[config.mk]
export PLATFORM = sky130hd
export DESIGN_NAME = esc_last_encoder
export DESIGN_NICKNAME = d
export VERILOG_FILES = /design/src/rtl/esc_enc_pkg.sv /design/src/rtl/esc_match.sv /design/src/rtl/esc_seq_fsm.sv /design/src/rtl/esc_csum.sv /design/src/rtl/esc_last_encoder.sv
export SDC_FILE = /design/constraint.sdc
export NUM_CORES = 1
export LEC_CHECK = 0
export ABC_AREA = 1
export BUFFER_PORTS_ARGS = -buffer_cell sky130_fd_sc_hd__buf_4
export CAP_MARGIN = 5
export CORE_MARGIN = 1.5
export CORE_UTILIZATION = 53
export CTS_BUF_LIST = sky130_fd_sc_hd__clkbuf_8
export DETAILED_ROUTE_END_ITERATION = 7
export PLACE_DENSITY = 0.83
export SYNTH_ARGS = -nofsm -noshare
export SYNTH_HDL_FRONTEND = slang
export SYNTH_SLANG_ARGS = --single-unit
[constraint.sdc]
create_clock -name clk -period 2.6 [get_ports clk]
set_input_delay 0.26 -clock clk [delete_from_list [all_inputs] [get_ports clk]]
set_output_delay 0.26 -clock clk [all_outputs]
set_load 0.01 [all_outputs]
[src/rtl/esc_enc_pkg.sv]
`timescale 1ns/1ps
// Shared types for the escape encoder.
// Assumes: nothing beyond IEEE 1800-2017.
package esc_enc_pkg;
    typedef enum logic [1:0] {
        ST_PASS = 2'd0,   // pass-through, or escape word on output
        ST_FLAG = 2'd1,   // flag word on output
        ST_DATA = 2'd2    // held word's own copy on output
    } seq_state_e;

    typedef enum logic [1:0] {
        SEL_IN   = 2'd0,
        SEL_ESC  = 2'd1,
        SEL_FLAG = 2'd2
    } word_sel_e;
endpackage

[src/rtl/esc_match.sv]
`timescale 1ns/1ps
// Compares a word against the escape constant lane by lane.
// Assumes: DATA_W is a multiple of LANE_W.
module esc_match #(
    parameter int          DATA_W   = 64,
    parameter int          LANE_W   = 16,
    parameter logic [DATA_W-1:0] ESC_WORD = 64'hDEADBEEFFEEDCAFE
) (
    input  logic [DATA_W-1:0] word,
    output logic              hit
);
    localparam int NLANE = DATA_W / LANE_W;

    logic [NLANE-1:0] lane_eq;

    for (genvar g = 0; g < NLANE; g++) begin : g_lane
        // per-lane equality
        assign lane_eq[g] = (word[g*LANE_W +: LANE_W] == ESC_WORD[g*LANE_W +: LANE_W]);
    end

    // all lanes equal
    assign hit = &lane_eq;
endmodule

[src/rtl/esc_seq_fsm.sv]
`timescale 1ns/1ps
// Sequencer: chooses which word is on the output and when the input
// word is consumed. Holds the input word (s_ready low) during the
// escape and flag words.
// Assumes: the upstream keeps s_valid, s_data and s_last stable until accepted.
module esc_seq_fsm
    import esc_enc_pkg::*;
(
    input  logic       clk,
    input  logic       rst_n,
    input  logic       clr,
    input  logic       s_valid,
    input  logic       s_last,
    input  logic       need_esc,
    input  logic       m_ready,
    output seq_state_e state,
    output word_sel_e  sel,
    output logic       s_ready,
    output logic       m_valid,
    output logic       fold_en,
    output logic       pkt_done
);
    seq_state_e nxt;

    // state register with reset and clear
    always_ff @(posedge clk) begin
        if (!rst_n || clr) state <= ST_PASS;
        else               state <= nxt;
    end

    // output select, handshakes and next state
    always_comb begin
        nxt      = state;
        sel      = SEL_IN;
        s_ready  = 1'b0;
        m_valid  = 1'b0;
        fold_en  = 1'b0;
        pkt_done = 1'b0;
        unique case (state)
            ST_PASS: begin
                if (s_valid && need_esc) begin
                    sel     = SEL_ESC;
                    m_valid = 1'b1;
                    fold_en = m_ready;
                    if (m_ready) nxt = ST_FLAG;
                end else begin
                    m_valid = s_valid;
                    s_ready = m_ready;
                    fold_en = s_valid && m_ready;
                end
            end
            ST_FLAG: begin
                sel     = SEL_FLAG;
                m_valid = 1'b1;
                if (m_ready) nxt = ST_DATA;
            end
            ST_DATA: begin
                m_valid = s_valid;
                s_ready = m_ready;
                if (s_valid && m_ready) begin
                    nxt      = ST_PASS;
                    pkt_done = s_last;
                end
            end
            default: nxt = ST_PASS;
        endcase
    end


    escape_to_flag_chk: assert property (@(posedge clk) disable iff (!rst_n || clr)
        (state == ST_PASS && sel == SEL_ESC && m_ready) |=> (state == ST_FLAG));


    flag_to_data_chk: assert property (@(posedge clk) disable iff (!rst_n || clr)
        (state == ST_FLAG && m_ready) |=> (state == ST_DATA));
endmodule

[src/rtl/esc_csum.sv]
`timescale 1ns/1ps
// Running XOR checksum over words emitted outside a sequence; keeps a
// snapshot taken just before each escape word is folded in.
// Assumes: fold_en and pkt_done never coincide.
module esc_csum #(
    parameter int DATA_W  = 64,
    parameter bit CSUM_EN = 1'b1
) (
    input  logic              clk,
    input  logic              rst_n,
    input  logic              clr,
    input  logic              fold_en,
    input  logic [DATA_W-1:0] fold_word,
    input  logic              pkt_done,
    input  logic              last,
    output logic [DATA_W/2-1:0] field
);
    localparam int HALF_W = DATA_W / 2;

    logic [HALF_W-1:0] run;
    logic [HALF_W-1:0] snap;

    // accumulate folds, snapshot before each fold, zero at packet end
    always_ff @(posedge clk) begin
        if (!rst_n || clr || pkt_done) begin
            run  <= '0;
            snap <= '0;
        end else if (fold_en) begin
            snap <= run;
            run  <= run ^ fold_word[HALF_W-1:0] ^ fold_word[DATA_W-1:HALF_W];
        end
    end

    // checksum only on packet-final flag words, and only if enabled
    assign field = (CSUM_EN && last) ? snap : '0;


    csum_zero_after_end_chk: assert property (@(posedge clk) disable iff (!rst_n || clr)
        pkt_done |=> (run == '0));
endmodule

[src/rtl/esc_last_encoder.sv]
`timescale 1ns/1ps
// Encodes the packet-end flag in-band: a packet-final word or a literal
// escape word becomes escape, flag, data. Other words pass through
// combinationally.
// Assumes: valid/ready protocol upstream (held until accepted).
module esc_last_encoder
    import esc_enc_pkg::*;
#(
    parameter int                DATA_W   = 64,
    parameter logic [DATA_W-1:0] ESC_WORD = 64'hDEADBEEFFEEDCAFE,
    parameter bit                CSUM_EN  = 1'b1
) (
    input  logic              clk,
    input  logic              rst_n,
    input  logic              clr,
    input  logic [DATA_W-1:0] s_data,
    input  logic              s_last,
    input  logic              s_valid,
    output logic              s_ready,
    output logic [DATA_W-1:0] m_data,
    output logic              m_valid,
    input  logic              m_ready
);
    localparam int HALF_W = DATA_W / 2;

    logic              is_esc;
    logic              need_esc;
    seq_state_e        state;
    word_sel_e         sel;
    logic              fold_en;
    logic              pkt_done;
    logic [HALF_W-1:0] csum_field;
    logic [DATA_W-1:0] flag_word;

    esc_match #(.DATA_W(DATA_W), .LANE_W(16), .ESC_WORD(ESC_WORD)) i_match (
        .word (s_data),
        .hit  (is_esc)
    );

    assign need_esc = s_last || is_esc;

    esc_seq_fsm i_fsm (
        .clk      (clk),
        .rst_n    (rst_n),
        .clr      (clr),
        .s_valid  (s_valid),
        .s_last   (s_last),
        .need_esc (need_esc),
        .m_ready  (m_ready),
        .state    (state),
        .sel      (sel),
        .s_ready  (s_ready),
        .m_valid  (m_valid),
        .fold_en  (fold_en),
        .pkt_done (pkt_done)
    );

    esc_csum #(.DATA_W(DATA_W), .CSUM_EN(CSUM_EN)) i_csum (
        .clk       (clk),
        .rst_n     (rst_n),
        .clr       (clr),
        .fold_en   (fold_en),
        .fold_word (m_data),
        .pkt_done  (pkt_done),
        .last      (s_last),
        .field     (csum_field)
    );

    // flag word: checksum high, end marker low
    assign flag_word = {csum_field, {(HALF_W-1){1'b0}}, s_last};

    // output word mux
    always_comb begin
        unique case (sel)
            SEL_ESC:  m_data = ESC_WORD;
            SEL_FLAG: m_data = flag_word;
            default:  m_data = s_data;
        endcase
    end


    plain_passthru_chk: assert property (@(posedge clk) disable iff (!rst_n || clr)
        (state == ST_PASS && s_valid && !s_last && s_data != ESC_WORD)
        |-> (m_valid && m_data == s_data && s_ready == m_ready));


    accept_with_copy_chk: assert property (@(posedge clk) disable iff (!rst_n || clr)
        (s_valid && s_ready) |-> (m_valid && m_ready && m_data == s_data));


    seq_word_stable_chk: assert property (@(posedge clk) disable iff (!rst_n || clr)
        (m_valid && !m_ready && sel != SEL_IN) |=> (m_valid && $stable(m_data)));
endmodule

Word level (Yosys, flattened, before mapping)
Cells that the tools add are included. Widths: inputs -> output; s select.

Reduce and logical (&&, ||, !) cells: 9. Bitwise gates (word level): 2. Eq/ne operators: 12. Multiplexer cells: 17.

Operator list (count): $pmux 64 s2 (1); $eq 16x16->1 const B (4); $xor 32x32->32 (2); $mux 32 (1); $mux 2 (4); $reduce_and 4->1 (2); $mux 1 (7); $pmux 2 s3 (1); $eq 2x1->1 const B (2); $eq 2x2->1 const B (2); $ne 2x1->1 const B (2); $ne 2x2->1 const B (2); $pmux 2 s2 (1); $logic_or 1x1->1 (3); $pmux 1 s3 (1); $logic_and 1x1->1 (2); $logic_not 2->1 (1); $pmux 1 s2 (1); $logic_not 1->1 (1).

Bits of input ports: 70. Word-level logic and storage cells: 43. Output and inout bits: 66. Register bits: 66.

Logic depth before layout (Yosys ltp)
Depth after elaboration: 10. Gate-level depth with buffers: 23. Gate-level depth less buffers: 22.

Hierarchy
Synthesis repeated with hierarchy kept, for this count alone.

Cell total of the unflattened synthesis: 859. Area total of the unflattened synthesis: 4822.1 um2.

Modules (own cells, without submodules): esc_csum (seq. area each 1281.2 um2, cells an instance 567, area each 3513.4 um2, times used 1); esc_last_encoder (seq. area each 0.0 um2, cells an instance 187, area each 842.1 um2, times used 1); esc_match (seq. area each 0.0 um2, cells an instance 78, area each 294.0 um2, times used 1); esc_seq_fsm (seq. area each 40.0 um2, cells an instance 27, area each 172.7 um2, times used 1).

Worst setup path after synthesis
OpenSTA, ideal clock, no wires.

Path kind: in2reg. Start point: in s_data[13]. End point: reg i_csum.run[29]. Cell stages on the path: 18. Required time: 2485 ps. Path slack: 239 ps. Arrival time: 2246 ps. Cells stage by stage: nor2_1 > nand2_1 > nor2_1 > nand2_1 > nor2_1 > nand2_1 > nand2_1 > nand3_1 > inv_1 > ha_1 > buf_4 > inv_6 > nand4_4 > buf_6 > o22ai_1 > nand2_1 > a31oi_1 > nor2_1.

RTL lines: start, declared (RTL line esc_last_encoder.sv:16) `input logic [DATA_W-1:0] s_data,`; $eq 16x16->1 (*) (RTL line esc_match.sv:18) `assign lane_eq[g] = (word[g*LANE_W +: LANE_W] == ESC_WORD[g*LANE_W +: LANE_W]);`; $reduce_and 4->1 (*) (RTL line esc_match.sv:22) `assign hit = &lane_eq;`; $logic_or 1x1->1 (*) (RTL line esc_last_encoder.sv:40) `assign need_esc = s_last || is_esc;`; $logic_and 1x1->1 (*) (RTL line esc_seq_fsm.sv:41) `if (s_valid && need_esc) begin`; $mux 1 (*) (RTL line esc_seq_fsm.sv:41); $pmux 2 s2 (*) (RTL line esc_seq_fsm.sv:39) `unique case (state)`; $eq 2x2->1 / $eq 2x1->1 (equally long branches) (RTL line esc_last_encoder.sv:74) `unique case (sel)`; $pmux 64 s2 (*) (RTL line esc_last_encoder.sv:74); via m_data[61] (RTL line esc_last_encoder.sv:20) `output logic [DATA_W-1:0] m_data,`; $xor 32x32->32 (*) (RTL line esc_csum.sv:30) `run <= run ^ fold_word[HALF_W-1:0] ^ fold_word[DATA_W-1:HALF_W];`; end signal, assigned (RTL line esc_csum.sv:30); end, declared (RTL line esc_csum.sv:20) `logic [HALF_W-1:0] run;`.

The timed path passes the listed nets; every way through them passes the cells marked *. A chain may end at the register's enable or synchronous reset.

Worst setup path after layout
Start point: in s_data[17]. End point: out m_data[34].

Word-level cells in the longest chain between the ends: 8.

RTL lines (RTL line): $eq 16x16->1 (*) (esc_match.sv:18); $reduce_and 4->1 (*) (esc_match.sv:22); $logic_or 1x1->1 (*) (esc_last_encoder.sv:40); $logic_and 1x1->1 (*) (esc_seq_fsm.sv:41); $mux 1 (*) (esc_seq_fsm.sv:41); $pmux 2 s2 (*) (esc_seq_fsm.sv:39); $eq 2x2->1 / $eq 2x1->1 (equally long branches) (esc_last_encoder.sv:74); $pmux 64 s2 (*) (esc_last_encoder.sv:74); end, declared (esc_last_encoder.sv:20).

Every way passes the cells marked *; elsewhere a longest branch is shown, timed or not.

==> reports/qor.txt <==
EDFF count, synth = 0
I/O Buffers = 135
met3 WL = 945 µm
share of post-route cells with drive strength above 1 = 28.8%
CTS sink count = 66
yosys warns = 0
Worst EP required = 2.34 ns
CP Max Fanout = 5
Core ar. = 0.00773 mm²
post-route design area = 0.00604 mm²
crit path kind = primary input to primary output
Die Height = 92.2 µm
die area = 0.00850 mm²
CTS tree = yes
synthesis-stage register bit count = 66
Max IR drop VDD = 274 µV
Synth cell types = 25
FF+latch area = 0.00133 mm²
Worst Setup End Kind = primary output
CP Data Arrival Time = 2.25 ns
max layer used = met4
register area share after synthesis = 31.3%
Worst Hold Class = primary input to register
met2 WL = 6.53 mm
status = complete, no violations
Final Cycle Share = 96.5%
Clock transition at path regs = 0.07 ns
biggest cell delay along the critical path = 0.23 ns
ys flop type = dfxtp_1
via/cell ratio = 5.23
total leakage power = 0.00318 µW
M1 wire length = 5.30 mm
Worst path most repeated cell = buf_4
Antenna Nets Post-Route = 0
Hold-fix buffers, CTS = 0
FILL cells = 561
cell count after synthesis = 674
n_diodes = 0
# IOs = 136
first-pass GRT wire length = 21.3 mm
endpoints failing setup = 0
max_cap viols = 0
Pins Over Slew Limit = 0
min Tclk post-route = 2.51 ns
Worst Max-Slew Pin Slew = 0.628 ns
number of nets in the layout = 904
Overflow after GRT = 0
Vias = 4916
cts bufs inserted = 9
Die X = 92.2 µm
Worst Path Buf+Inv = 6
vias in the first global route = 4568
Syn Area/Cell = 6.25 µm²
worst skew pair latency = 0.34 ns
# rows = 32
Sum Neg Setup Slack = 0 ns
Power Total = 2950 µW
largest net degree at the start of global routing = 55
Residual DRC = 0
Slew HR = 58.1%
final hold vios = 0
synthesized area = 0.00422 mm²
power per cell area = 489 mW/mm²
initial antenna violation count = 0
H-tree depth = 3
FFs w/ async S/R, synth = 0%
Placed Area = 0.00558 mm²
Syn-to-layout area delta = 43.2%
CP Launch Type = primary input
Post-Syn Nets = 745
critical path, cell by cell = buf_4 > inv_1 > nand4_1 > nor2_2 > nand2_2 > nor2_2 > nand2_1 > nand2_2 > nand3_2 > inv_1 > ha_4 > clkinv_4 > nand4_4 > buf_4 > o21ai_2 > buf_4
length in cells of the worst reg-to-reg path = 12
Routed WL = 13.2 mm
Final Skew = 0.00747 ns
stages on the worst setup path = 16
Pre-Repair DR Iteration Count = 5
Worst path top cell family by delay = simple AND/OR/NAND/NOR gates
Max Freq = 0.399 GHz
GRT Overall Usage = 31.2%
post-DP HPWL = 9.22 mm
Root Buffer = clkbuf_8
Starting Density = 54.5%
DR iter-0 viols = 334
Hold Path Depth = 3
CP max stage cell = buf_4
gp weighted congestion = 0.859
area of the multi-input gates = 0.00243 mm²
drt wl/cell = 14.0 µm
CTS Buffer Depth = 2
==> cells in the mapped netlist (2+ instances only) <==
master    number  area (µm²)
a21oi_1       52         260
a31oi_1        7        43.8
buf_2         17        85.1
buf_4          5        37.5
clkbuf_1      10        37.5
dfxtp_1       66        1320
inv_1        117         439
inv_2          2        7.51
nand2_1      226         848
nand3_1        8        40.0
nand4_1       15        93.8
nor2_1        32         120
o21ai_0       37         185
o21ai_1        6        30.0
o21ai_2       13         114
o22ai_1        4        25.0
o22ai_2        2        25.0
xnor2_1        2        17.5
xor2_1        47         412
==> timing repair <==
action                                  4_1_cts  5_1_grt
pin swaps                                     0        4
buffers inserted                              1        2
hold endpoints to repair                      0        0
endpoints found under the setup margin       18       67
gates resized for setup                       8       35
cloned                                        2        0
==> layer usage <==
metal	vias to the layer above	GRT usage [%]
li1	2392	-
met5	-	0
met2	244	53.5
met1	2242	39.1
met3	38	4.23
met4	0	13.2
==> layout by cell type (no fill, tap or decap), drive strengths merged <==
master,Yosys,routed
a21oi,52,52
a22oi,1,1
a31oi,7,7
buf,23,179
bufinv,0,2
clkbuf,10,13
clkinv,0,2
clkinvlp,0,1
dfxtp,66,66
ha,1,1
inv,120,119
nand2,227,227
nand3,8,8
nand4,16,17
nor2,32,32
o21ai,56,56
o22ai,6,6
xnor2,2,2
xor2,47,47
==> worst min-delay path, stage by stage <==
cell and delay [ns]:
buf_4 0.12, nand3_1 0.07, a21oi_1 0.06
==> through the flow <==
stage	utilization [%]	setup slack, ns	hold slack (ns)	instances
global route	78.1	-0.00486	0.232	940
detailed placement	72.2	-0.145	0.460	919
global placement	72.2	0.0197	0.453	919
floorplan	-	0.239	0.423	674
CTS	76.4	-0.0180	0.220	938
finish	78.1	0.0918	0.228	940
==> area by class of cell <==
| class | instances | area share (%) |
|---|---|---|
| Clock buffer | 12 | 2.74 |
| Tap cell | 102 | 2.11 |
| Inverter | 120 | 7.63 |
| Sequential cell | 66 | 21.9 |
| Timing Repair Buffer | 180 | 24.1 |
| Multi-Input combinational cell | 456 | 40.2 |
| Clock inverter | 4 | 1.20 |
==> power by group <==
| part | total (µW) | switching, µW | internal [µW] |
|---|---|---|---|
| logic | 895 | 468 | 427 |
| clock network | 1010 | 395 | 617 |
| registers | 1050 | 17.1 | 1030 |
| total | 2950 | 881 | 2070 |
==> final timing paths <==
| check | from | endpoint | slack [ns] |
|---|---|---|---|
| hold / removal | m_ready | i_fsm.state[1] | 0.23 |
| hold reg to reg | i_csum.run[12] | i_csum.run[12] | 0.47 |
| setup reg to reg | i_fsm.state[0] | i_csum.run[26] | 0.33 |
| setup / recovery | s_data[17] | m_data[34] | 0.09 |
==> cell families (layout without fill, tap and decap cells) <==
family / after synthesis / after routing / synth area share (%)
simple gates: 283 / 284 / 26.9
buf+inv: 153 / 316 / 14.9
compound gates: 122 / 122 / 16.4
flops: 66 / 66 / 31.3
xor+xnor: 49 / 49 / 10.2
fa+ha+maj: 1 / 1 / 0.297
==> registers in the layout, summed over array words and instances (netlist names) <==
signal and cells:
i_csum.snap 32, i_csum.run 32, i_fsm.state 2
Power figures use the tool's default switching activity.
